**src/rtl/i2c_rx_pkg.sv**
```systemverilog
package i2c_rx_pkg;
  typedef enum logic [3:0] {
    ST_IDLE, ST_BIT_LO, ST_BIT_HI, ST_WAIT, ST_ACK_LO, ST_ACK_HI,
    ST_STOP_LO, ST_STOP_HI, ST_STOP_REL
  } eng_state_e;

  localparam logic [1:0] ADDR_CTRL = 2'd0;
  localparam logic [1:0] ADDR_STAT = 2'd1;
  localparam logic [1:0] ADDR_DATA = 2'd2;
  localparam logic [1:0] ADDR_DIV  = 2'd3;

  localparam int CTRL_WAIT  = 0;
  localparam int CTRL_ACK   = 1;
  localparam int CTRL_TXSEL = 2;
  localparam int CTRL_IEN   = 3;
  localparam int CTRL_BUSY  = 4;

  localparam int BYTE_W = 8;
endpackage

```
**src/rtl/i2c_rx_regs.sv**
```systemverilog
module i2c_rx_regs import i2c_rx_pkg::*; #(
  parameter int DIV_W   = 8,
  parameter int DIV_RST = 4
) (
  input  logic              clk_i,
  input  logic              rst_ni,
  input  logic [1:0]        addr_i,
  input  logic              wr_en_i,
  input  logic              rd_en_i,
  input  logic [BYTE_W-1:0] wdata_i,
  output logic [BYTE_W-1:0] rdata_o,
  output logic              irq_o,
  input  logic              eng_idle_i,
  input  logic              set_flag_i,
  input  logic              byte_valid_i,
  input  logic [BYTE_W-1:0] byte_i,
  input  logic              stop_done_i,
  input  logic              wait_active_i,
  output logic              start_o,
  output logic              stop_req_o,
  output logic              busy_o,
  output logic              wait_en_o,
  output logic              ack_val_o,
  output logic              flag_o,
  output logic [DIV_W-1:0]  div_o
);
  logic              wait_en_q, ack_q, txsel_q, ien_q, busy_q, stop_req_q, flag_q;
  logic [BYTE_W-1:0] data_q;
  logic [DIV_W-1:0]  div_q;

  logic wr_ctrl, wr_stat;
  assign wr_ctrl = wr_en_i && addr_i == ADDR_CTRL;
  assign wr_stat = wr_en_i && addr_i == ADDR_STAT;

  always_ff @(posedge clk_i or negedge rst_ni) begin
    if (!rst_ni) begin
      wait_en_q  <= 1'b0;
      ack_q      <= 1'b0;
      txsel_q    <= 1'b0;
      ien_q      <= 1'b0;
      busy_q     <= 1'b0;
      stop_req_q <= 1'b0;
      flag_q     <= 1'b0;
      data_q     <= '0;
      div_q      <= DIV_W'(DIV_RST);
    end else begin
      if (wr_ctrl) begin
        wait_en_q <= wdata_i[CTRL_WAIT];
        ack_q     <= wdata_i[CTRL_ACK];
        txsel_q   <= wdata_i[CTRL_TXSEL];
        ien_q     <= wdata_i[CTRL_IEN];
        if (wdata_i[CTRL_BUSY]) busy_q <= 1'b1;
        else if (busy_q && wdata_i[CTRL_TXSEL]) stop_req_q <= 1'b1;
      end
      if (stop_done_i) begin
        busy_q     <= 1'b0;
        stop_req_q <= 1'b0;
      end
      if (set_flag_i) flag_q <= 1'b1;
      else if (wr_stat && !wdata_i[0]) flag_q <= 1'b0;
      if (byte_valid_i) data_q <= byte_i;
      if (wr_en_i && addr_i == ADDR_DIV) div_q <= DIV_W'(wdata_i);
    end
  end

  // a data-register read in receive mode clocks in the next byte
  assign start_o = rd_en_i && addr_i == ADDR_DATA && !txsel_q && busy_q
                   && !stop_req_q && eng_idle_i;

  always_comb begin
    unique case (addr_i)
      ADDR_CTRL: rdata_o = {3'b000, busy_q, ien_q, txsel_q, ack_q, wait_en_q};
      ADDR_STAT: rdata_o = {6'b0, wait_active_i, flag_q};
      ADDR_DATA: rdata_o = data_q;
      default:   rdata_o = BYTE_W'(div_q);
    endcase
  end

  assign irq_o      = flag_q & ien_q;
  assign stop_req_o = stop_req_q;
  assign busy_o     = busy_q;
  assign wait_en_o  = wait_en_q;
  assign ack_val_o  = ack_q;
  assign flag_o     = flag_q;
  assign div_o      = div_q;

  assert_flag_write1_R10: assert property (@(posedge clk_i) disable iff (!rst_ni)
    (wr_stat && wdata_i[0] && flag_q) |=> flag_q);

  assert_busy_clear_R9: assert property (@(posedge clk_i) disable iff (!rst_ni)
    $fell(busy_q) |-> $past(stop_req_q));
endmodule

```
**src/rtl/i2c_rx_engine.sv**
```systemverilog
module i2c_rx_engine import i2c_rx_pkg::*; #(
  parameter int DIV_W = 8
) (
  input  logic              clk_i,
  input  logic              rst_ni,
  input  logic [DIV_W-1:0]  div_i,
  input  logic              start_i,
  input  logic              stop_req_i,
  input  logic              busy_i,
  input  logic              wait_en_i,
  input  logic              ack_val_i,
  input  logic              flag_i,
  input  logic              scl_i,
  input  logic              sda_i,
  output logic              scl_oe_o,
  output logic              sda_oe_o,
  output logic              set_flag_o,
  output logic              byte_valid_o,
  output logic [BYTE_W-1:0] byte_o,
  output logic              stop_done_o,
  output logic              wait_active_o,
  output logic              idle_o
);
  localparam int BIT_W = $clog2(BYTE_W);

  eng_state_e        state_q;
  logic [DIV_W-1:0]  cnt_q;
  logic [BIT_W-1:0]  bit_cnt_q;
  logic [BYTE_W-1:0] shreg_q, shreg_nxt;
  logic              stalled_q;
  logic              tick, timed, last_bit, smp, byte_done;

  assign tick     = cnt_q == div_i;
  assign timed    = state_q inside {ST_BIT_LO, ST_BIT_HI, ST_ACK_LO, ST_ACK_HI,
                                    ST_STOP_LO, ST_STOP_HI, ST_STOP_REL};
  assign last_bit = bit_cnt_q == BIT_W'(BYTE_W - 1);
  // one sample per high phase, taken once SCL is seen high
  assign smp       = state_q == ST_BIT_HI && cnt_q == '0 && scl_i;
  assign shreg_nxt = smp ? {shreg_q[BYTE_W-2:0], sda_i} : shreg_q;
  assign byte_done = state_q == ST_BIT_HI && tick && last_bit;

  assign set_flag_o    = (byte_done && wait_en_i) || (state_q == ST_ACK_LO && tick && !stalled_q);
  assign byte_valid_o  = byte_done;
  assign byte_o        = shreg_nxt;
  assign stop_done_o   = state_q == ST_STOP_REL && tick;
  assign wait_active_o = state_q == ST_WAIT;
  assign idle_o        = state_q == ST_IDLE;

  always_ff @(posedge clk_i or negedge rst_ni) begin
    if (!rst_ni) begin
      state_q   <= ST_IDLE;
      cnt_q     <= '0;
      bit_cnt_q <= '0;
      shreg_q   <= '0;
      stalled_q <= 1'b0;
    end else begin
      shreg_q <= shreg_nxt;
      if (timed) cnt_q <= tick ? '0 : cnt_q + DIV_W'(1);
      else       cnt_q <= '0;
      unique case (state_q)
        ST_IDLE:
          if (start_i) begin
            state_q   <= ST_BIT_LO;
            bit_cnt_q <= '0;
          end else if (stop_req_i && busy_i) begin
            state_q <= ST_STOP_LO;
          end
        ST_BIT_LO: if (tick) state_q <= ST_BIT_HI;
        ST_BIT_HI:
          if (tick) begin
            if (last_bit) begin
              stalled_q <= wait_en_i;
              state_q   <= wait_en_i ? ST_WAIT : ST_ACK_LO;
            end else begin
              bit_cnt_q <= bit_cnt_q + BIT_W'(1);
              state_q   <= ST_BIT_LO;
            end
          end
        ST_WAIT:     if (!flag_i) state_q <= ST_ACK_LO;
        ST_ACK_LO:   if (tick) state_q <= ST_ACK_HI;
        ST_ACK_HI:   if (tick) state_q <= ST_IDLE;
        ST_STOP_LO:  if (tick) state_q <= ST_STOP_HI;
        ST_STOP_HI:  if (tick) state_q <= ST_STOP_REL;
        ST_STOP_REL: if (tick) state_q <= ST_IDLE;
        default:     state_q <= ST_IDLE;
      endcase
    end
  end

  always_comb begin
    scl_oe_o = 1'b0;
    sda_oe_o = 1'b0;
    unique case (state_q)
      ST_IDLE:                         scl_oe_o = busy_i;
      ST_BIT_LO, ST_WAIT:              scl_oe_o = 1'b1;
      ST_ACK_LO: begin                 scl_oe_o = 1'b1; sda_oe_o = !ack_val_i; end
      ST_ACK_HI:                       sda_oe_o = !ack_val_i;
      ST_STOP_LO: begin                scl_oe_o = 1'b1; sda_oe_o = 1'b1; end
      ST_STOP_HI:                      sda_oe_o = 1'b1;
      default: ;
    endcase
  end

  assert_stall_hold_R5: assert property (@(posedge clk_i) disable iff (!rst_ni)
    (state_q == ST_WAIT && flag_i) |=> state_q == ST_WAIT);

  assert_stall_release_R6: assert property (@(posedge clk_i) disable iff (!rst_ni)
    (state_q == ST_WAIT && !flag_i) |=> state_q == ST_ACK_LO);
endmodule

```
**src/rtl/i2c_rx_master.sv**
```systemverilog
module i2c_rx_master import i2c_rx_pkg::*; #(
  parameter int DIV_W   = 8,
  parameter int DIV_RST = 4
) (
  input  logic       clk_i,
  input  logic       rst_ni,
  input  logic [1:0] addr_i,
  input  logic       wr_en_i,
  input  logic       rd_en_i,
  input  logic [7:0] wdata_i,
  output logic [7:0] rdata_o,
  output logic       irq_o,
  input  logic       scl_i,
  output logic       scl_oe_o,
  input  logic       sda_i,
  output logic       sda_oe_o
);
  logic              start, stop_req, busy, wait_en, ack_val, flag;
  logic              set_flag, byte_valid, stop_done, wait_active, eng_idle;
  logic [BYTE_W-1:0] rx_byte;
  logic [DIV_W-1:0]  div;

  i2c_rx_regs #(.DIV_W(DIV_W), .DIV_RST(DIV_RST)) u_regs (
    .clk_i, .rst_ni, .addr_i, .wr_en_i, .rd_en_i, .wdata_i, .rdata_o, .irq_o,
    .eng_idle_i(eng_idle), .set_flag_i(set_flag), .byte_valid_i(byte_valid),
    .byte_i(rx_byte), .stop_done_i(stop_done), .wait_active_i(wait_active),
    .start_o(start), .stop_req_o(stop_req), .busy_o(busy), .wait_en_o(wait_en),
    .ack_val_o(ack_val), .flag_o(flag), .div_o(div)
  );

  i2c_rx_engine #(.DIV_W(DIV_W)) u_engine (
    .clk_i, .rst_ni, .div_i(div), .start_i(start), .stop_req_i(stop_req),
    .busy_i(busy), .wait_en_i(wait_en), .ack_val_i(ack_val), .flag_i(flag),
    .scl_i, .sda_i, .scl_oe_o, .sda_oe_o, .set_flag_o(set_flag),
    .byte_valid_o(byte_valid), .byte_o(rx_byte), .stop_done_o(stop_done),
    .wait_active_o(wait_active), .idle_o(eng_idle)
  );

  // the flag only rises together with an SCL edge (8th fall or 9th rise)
  assert_flag_on_edge_R7: assert property (@(posedge clk_i) disable iff (!rst_ni)
    $rose(flag) |-> scl_oe_o != $past(scl_oe_o));

  // SDA moves only while SCL is low, except during a stop
  assert_sda_stable_R8: assert property (@(posedge clk_i) disable iff (!rst_ni)
    (!scl_oe_o && !$past(scl_oe_o) && !$past(stop_req)) |-> $stable(sda_oe_o));
endmodule

```
**config.mk**
```make
export PLATFORM = sky130hd
export DESIGN_NAME = i2c_rx_master
export DESIGN_NICKNAME = d
export VERILOG_FILES = /design/src/rtl/i2c_rx_pkg.sv /design/src/rtl/i2c_rx_regs.sv /design/src/rtl/i2c_rx_engine.sv /design/src/rtl/i2c_rx_master.sv
export SDC_FILE = /design/constraint.sdc
export NUM_CORES = 1
export LEC_CHECK = 0
export BUFFER_PORTS_ARGS = -buffer_cell sky130_fd_sc_hd__buf_2
export CORE_UTILIZATION = 60
export CTS_CLUSTER_DIAMETER = 50
export CTS_CLUSTER_SIZE = 28
export DETAILED_ROUTE_END_ITERATION = 16
export PLACE_DENSITY = 0.78
export SETUP_SLACK_MARGIN = 0.3
export SYNTH_ARGS = -nofsm -noshare
export SYNTH_HDL_FRONTEND = slang
export SYNTH_SLANG_ARGS = --single-unit
```
**constraint.sdc**
```tcl
create_clock -name clk_i -period 3.4 [get_ports clk_i]
set_input_delay 0.34 -clock clk_i [delete_from_list [all_inputs] [get_ports clk_i]]
set_output_delay 0.34 -clock clk_i [all_outputs]
set_load 0.02 [all_outputs]
```
==> results of run 1 <==
-- flip-flops by register name, indices dropped and copies added, names as in the netlist --
register / cells
u_regs.stop_req_o: 1
u_regs.flag_o: 1
u_regs.div_o: 8
u_regs.txsel_q: 1
u_regs.wait_en_o: 1
u_engine.cnt_q: 8
u_regs.busy_o: 1
u_regs.ack_val_o: 1
u_engine.shreg_q: 8
u_engine.state_q: 4
u_engine.stalled_q: 1
u_regs.data_q: 8
u_engine.bit_cnt_q: 3
u_regs.ien_q: 1
-- how the worst max path moves through the flow --
| stage | endpoint | cells after the start |
|---|---|---|
| 4_1_cts | u_regs.data_q[2]$_DFFE_PN0P_ | 4 |
| 3_5_place_dp | u_regs.data_q[0]$_DFFE_PN0P_ | 4 |
| 5_1_grt | u_engine.state_q[0]$_DFFE_PN0P_ | 5 |
| 2_1_floorplan | u_engine.state_q[0]$_DFFE_PN0P_ | 6 |
| 3_3_place_gp | u_regs.data_q[7]$_DFFE_PN0P_ | 4 |
| 6_report | u_engine.state_q[0]$_DFFE_PN0P_ | 5 |
-- kinds of logic after synthesis --
group / after synthesis
AOI/OAI and AO/OA: 27
DFF: 47
buffers and inverters: 13
adders and majority gates: 4
xor gates and xnor gates: 14
muxes: 40
and+or+nand+nor: 65
-- final cells by class --
type                    instances  area (sq um)  area share
multi-input cells             150          1226      0.4455
flip-flops and latches         47          1177      0.4277
repair buffers                 26         130.1     0.04727
clock buffers                   5         68.82     0.02500
clock inverters                 3         67.56     0.02455
well taps                      48         60.06     0.02182
inverters                       6         22.52    0.008182
-- cell usage in the layout, fill, tap and decap left out, types with 7 or more instances in the layout --
master and instances:
nand3_1 11, mux2i_1 7, a21oi_1 8, nor2_1 11, xor2_1 7, buf_2 26
mux2_2 29, dfrtp_1 46, nand2_1 8
-- routing by layer --
layer	vias to the layer above	routed length [um]	GRT usage
met5	-	0	0
met4	0	69	0.08511
met3	8	236	0.06379
met2	50	2404	0.4349
met1	852	2206	0.3444
li1	813	-	-
-- worst register-to-register path: cells and delay by family (launching register included) --
family                 cells  cell delay (ns)
buffers and inverters      1             0.13
AO/OA/AOI/OAI              2             0.46
AND/OR/NAND/NOR            1             0.57
multiplexers               1             0.32
flip-flops                 1             0.61
-- power breakdown --
part	leakage (nW)	switching, mW	internal, mW	total [mW]
combinational	0.614	0.274	0.245	0.519
sequential	0.608	0.154	0.646	0.801
clock	0.0644	0.192	0.293	0.486
total	1.29	0.621	1.18	1.81
==> impl_metrics.json, run 1 <==
{
  "crit_slowest_cell": "dfrtp_1",
  "synth_xor_area_frac": 0.05589,
  "drive_gt1_frac": 0.3165,
  "crit_family": "flip-flops",
  "cts-root-buf": "clkbuf_8",
  "post_dp_cell_area_sq_um": 2616,
  "async_reset_ff_frac": 1.000,
  "fin_total_pwr_mw": 1.806,
  "synth_compound_area_frac": 0.07317,
  "synth_enable_flop_cells": 0,
  "r2r-end": "u_engine.state_q[0]$_DFFE_PN0P_",
  "first_global_vias": 1797,
  "pin_count": 27,
  "tightest_slew_ns": 0.9937,
  "nets": 256,
  "ys_types": 47,
  "dieArea_sq_um": 4364,
  "crit_arrival_ns": 2.39,
  "start_kind": "flop",
  "synth_top_family_by_area": "multiplexers",
  "rsz0062_at_grt": "false",
  "yosysSeqAreaShare": 0.4782,
  "antenna_found_initial": 0,
  "drtIter0Drc": 219,
  "cpPeakStageDelay_ns": 0.61,
  "drv_cap": 0,
  "place.gp.congestion": 0.8383,
  "critPathLaunch": "u_engine.state_q[3]$_DFFE_PN0P_",
  "critPathMaxFanout": 11,
  "synth_nets": 230,
  "ant_nets": 0,
  "drt_pass1_iterations": 4,
  "area_growth_pct": 11.79,
  "r2r_cells": 5,
  "synth_most_common_cell": "dfrtp_1",
  "die_w_um": 66.06,
  "cts_hold_buf": 0,
  "drc": 0,
  "relSlewSlack": 0.3375,
  "setup_viol": 0,
  "hold_class": "primary input to asynchronous set/reset pin",
  "yosys-top-cells-area": "dfrtp_1, mux2_2, mux2i_1",
  "layout.cells.non_filler": 285,
  "grt-ovfl-total": 0,
  "period_needed_ns": 2.204,
  "fp.dieH_um": 66.06,
  "ys_top_cells_by_count": "dfrtp_1, mux2_2, nand3_1, nor2_1",
  "synth_top_area_frac": 0.4675,
  "portBuffers": 26,
  "vias": 1723,
  "maxSlewViolCount": 0,
  "fin_hold_ws_ns": 0.1904,
  "leakagePower_nw": 1.287,
  "synth_warnings": 0,
  "synth-adder-area-share": 0.02033,
  "tritoncts": "built",
  "ctsResizeCount": 0,
  "finalInstanceArea_sq_um": 2753,
  "netlist_area_sq_um": 2462,
  "placed_cells": 277,
  "grt_pass1_wl_mm": 8.404,
  "status": "completed",
  "grt_max_degree": 48,
  "yosys-mux-area-fraction": 0.1885,
  "drt-total-wl_mm": 4.917,
  "post-place-ws_ns": 1.167,
  "vdd.ir_drop.worst_mv": 0.5318,
  "clk_pin_slew_ns": 0.09,
  "cts_sinks": 47,
  "post-cts-setup-buffers": 0,
  "endpoint_kind": "flop",
  "synth_ff_type": "dfrtp_1",
  "rows": 22,
  "fillers": 259,
  "clk_latency_ns": 0.31,
  "avgViaCountPerCell": 6.046,
  "wl_per_cell_um": 17.25,
  "core_sq_um": 3799,
  "crit_chain": "inv_1, nor4_1, a311o_1, a21oi_2, mux2_1",
  "syn_inst": 210,
  "path_buf_inv": 1,
  "cts_buffers": 5,
  "post-route-period-util": 0.6482,
  "syn_avg_cell_area_sq_um": 11.73,
  "htreeDepth": 2,
  "path_class": "flop to flop",
  "post-synth-top-area-cell": "dfrtp_1",
  "dpl.hpwl_mm": 3.605,
  "synthSimpleGateAreaFrac": 0.1601,
  "setup-tns-final_ns": 0,
  "hold_viol": 0,
  "diodes": 0,
  "rrSetupSlack_ns": 1.20,
  "fmax_mhz": 453.7,
  "worst_slack_ns": 1.196,
  "synth_seq_cells": 47,
  "final_util": 0.7246,
  "p_per_area_nw_per_um2": 656.0,
  "clock_path_buffers": 2,
  "start_util": 0.6482,
  "skew_ns": 0.01061,
  "cp.required_ns": 3.59,
  "r2r_start": "u_engine.state_q[3]$_DFFE_PN0P_",
  "grt_usage": 0.2647
}
Note: power is estimated with default switching activity, not from simulation.
==> run 2, diff against run 1 <==
--- a/config.mk
+++ b/config.mk
@@ -5,12 +5,13 @@
 export SDC_FILE = /design/constraint.sdc
 export NUM_CORES = 1
 export LEC_CHECK = 0
+export ABC_AREA = 1
 export BUFFER_PORTS_ARGS = -buffer_cell sky130_fd_sc_hd__buf_2
-export CORE_UTILIZATION = 60
+export CORE_UTILIZATION = 58
 export CTS_CLUSTER_DIAMETER = 50
 export CTS_CLUSTER_SIZE = 28
 export DETAILED_ROUTE_END_ITERATION = 16
-export PLACE_DENSITY = 0.78
+export PLACE_DENSITY = 0.76
 export SETUP_SLACK_MARGIN = 0.3
 export SYNTH_ARGS = -nofsm -noshare
 export SYNTH_HDL_FRONTEND = slang
==> constraint.sdc (replaced) <==
create_clock -name clk_i -period 2.29 [get_ports clk_i]
set_input_delay 0.229 -clock clk_i [delete_from_list [all_inputs] [get_ports clk_i]]
set_output_delay 0.229 -clock clk_i [all_outputs]
set_load 0.02 [all_outputs]
==> run 2 against run 1 <==
Effect of this change:
- clock power rose by 46%
- largest power group is now combinational logic
- setup slack got worse by 0.64 ns
- non-clock buffer count rose by 3
- largest cell class unchanged
- clock skew fell by 0.0030 ns
- critical path type is now flop to output pin
- power rose by 64%
- hold slack got worse by 0.033 ns
==> impl_metrics.json, run 2 <==
{
  "fin_hold_ws_ns": 0.1573,
  "synth_ff_type": "dfrtp_1",
  "synth_top_area_frac": 0.4460,
  "drt_pass1_iterations": 4,
  "synth_most_common_cell": "nand2_1",
  "vias": 2123,
  "cp.required_ns": 2.06,
  "wl_per_cell_um": 12.54,
  "grt_usage": 0.2522,
  "ys_top_cells_by_count": "nand2_1, dfrtp_1, inv_1",
  "post-synth-top-area-cell": "dfrtp_1",
  "synth_warnings": 0,
  "relSlewSlack": 0.7279,
  "grt-ovfl-total": 0,
  "area_growth_pct": 11.63,
  "grt_max_degree": 20,
  "portBuffers": 26,
  "drv_cap": 0,
  "ys_types": 34,
  "endpoint_kind": "output pin",
  "fp.dieH_um": 68.71,
  "place.gp.congestion": 0.9582,
  "maxSlewViolCount": 0,
  "dpl.hpwl_mm": 4.045,
  "cts-root-buf": "clkbuf_8",
  "rrSetupSlack_ns": 0.65,
  "clk_pin_slew_ns": 0.09,
  "synth_nets": 341,
  "netlist_area_sq_um": 2581,
  "nets": 372,
  "post-route-period-util": 0.7570,
  "final_common_cell": "nand2_1",
  "start_kind": "flop",
  "clock_path_buffers": 2,
  "layout_common_cells": "nand2_1, dfrtp_1, inv_1",
  "cts_buffers": 5,
  "p_per_area_nw_per_um2": 1028,
  "synth_seq_cells": 47,
  "avgViaCountPerCell": 5.268,
  "drtIter0Drc": 148,
  "hold_viol": 0,
  "diodes": 0,
  "core_sq_um": 4144,
  "vdd.ir_drop.worst_mv": 0.5973,
  "ctsResizeCount": 0,
  "synth_enable_flop_cells": 0,
  "drive_gt1_frac": 0.1785,
  "drt-total-wl_mm": 5.054,
  "crit_arrival_ns": 1.50,
  "leakagePower_nw": 1.558,
  "first_global_vias": 1965,
  "grt_pass1_wl_mm": 8.652,
  "hold_depth": 2,
  "tritoncts": "built",
  "min_from": "wdata_i[6]",
  "route.layer.met1.wl_mm": 2.455,
  "yosysSeqAreaShare": 0.4561,
  "fmax_mhz": 576.8,
  "top_layer": "met4",
  "period_needed_ns": 1.734,
  "wl_met2_mm": 2.298,
  "path_class": "flop to output pin",
  "start_util": 0.6229,
  "async_reset_ff_frac": 1.000,
  "r2r_start": "u_regs.div_o[2]$_DFFE_PN1P_",
  "tightest_slew_ns": 0.4072,
  "dieArea_sq_um": 4721,
  "drc": 0,
  "hold_class": "primary input to flop",
  "critPathMaxFanout": 5,
  "rows": 23,
  "cts_sinks": 47,
  "pin_count": 27,
  "r2r-end": "u_engine.state_q[2]$_DFFE_PN0P_",
  "syn_avg_cell_area_sq_um": 8.041,
  "wl_met3_um": 218,
  "status": "completed",
  "antenna_found_initial": 0,
  "die_w_um": 68.71,
  "holdPathEnd": "u_regs.div_o[6]$_DFFE_PN0P_",
  "syn_inst": 321,
  "ant_nets": 0,
  "yosys-top-cells-area": "dfrtp_1, nand2_1, nand3_1",
  "r2r_cells": 8,
  "setup-tns-final_ns": 0,
  "htreeDepth": 2,
  "rsz0062_at_grt": "false",
  "skew_ns": 0.007608,
  "setup_viol": 0,
  "clk_latency_ns": 0.30
}
[run 2: cell count changes after synthesis, sizes merged, moves of 7 or more]
cell,change
inv,+37
nor2,+21
o21ai,+16
mux2i,-7
nand2,+99
nand3,+19
mux2,-28
[run 2: worst max path at each step]
stage	startpoint	end	slack, ns	cells past startpoint
after floorplan	u_engine.bit_cnt_q[0]$_DFFE_PN0P_	u_engine.bit_cnt_q[0]$_DFFE_PN0P_	0.89	8
after global placement	u_regs.div_o[2]$_DFFE_PN1P_	u_engine.state_q[1]$_DFFE_PN0P_	0.71	8
after detailed placement	u_regs.div_o[2]$_DFFE_PN1P_	u_engine.state_q[2]$_DFFE_PN0P_	0.65	8
after CTS	u_engine.state_q[3]$_DFFE_PN0P_	rdata_o[1]	0.54	6
after global routing	u_engine.state_q[3]$_DFFE_PN0P_	rdata_o[1]	0.39	6
final	u_engine.state_q[3]$_DFFE_PN0P_	rdata_o[1]	0.56	6
[run 2: what timing repair did]
action,4_1_cts,5_1_grt
hold endpoints to repair,11,0
buffers inserted,0,0
endpoints found under the setup margin,0,0
hold buffers,1,0
[run 2: area by class of cell]
cell class,count,area (sq um)
clock inverter,3,67.56
multi-input combinational,226,1189
inverter,43,161.4
timing repair buffer,29,155.1
sequential,47,1177
fill,359,1262
clock buffer,5,68.82
tap,50,62.56
[run 2: kinds of logic (layout without fill, tap and decap cells)]
group           after synthesis  in the layout  share of synthesized area
flops                        47             47                     0.4561
xor+xnor                      8              8                    0.03006
compound gates               33             33                    0.07610
fa+ha+maj                     4              4                    0.01939
buf+inv                      48             80                    0.08337
simple gates                178            178                     0.3219
mux                           3              3                    0.01309
[run 2: critical path: stages (launching register included)]
cell and delay, ns:
dfrtp_1 0.41, inv_1 0.17, nand2_4 0.11, nor2_1 0.16
nand2_1 0.07, o2111ai_1 0.09, buf_2 0.21
[run 2: power by group]
part | internal (mW) | switching [mW] | total [mW]
registers | 0.980 | 0.142 | 1.12
clock network | 0.435 | 0.273 | 0.708
logic | 0.379 | 0.755 | 1.13
[run 2: metrics by stage]
stage                     worst slack [ns]  cell area [sq um]  utilization  std cells  total power [mW]
after floorplan                     0.8894               2581            -        321             2.045
after global placement              0.7086               2735       0.6600        394             2.243
after detailed placement            0.6545               2735       0.6600        394             2.265
after CTS                           0.5421               2882       0.6954        403             2.990
after global routing                0.3945               2882       0.6954        403             3.183
final                               0.5564               2882       0.6954        403             2.963
[run 2: routing by layer]
metal / vias up / track usage
met5: - / 0
met4: 0 / 0.09439
met3: 8 / 0.05099
met2: 40 / 0.3946
met1: 992 / 0.3449
li1: 1083 / -
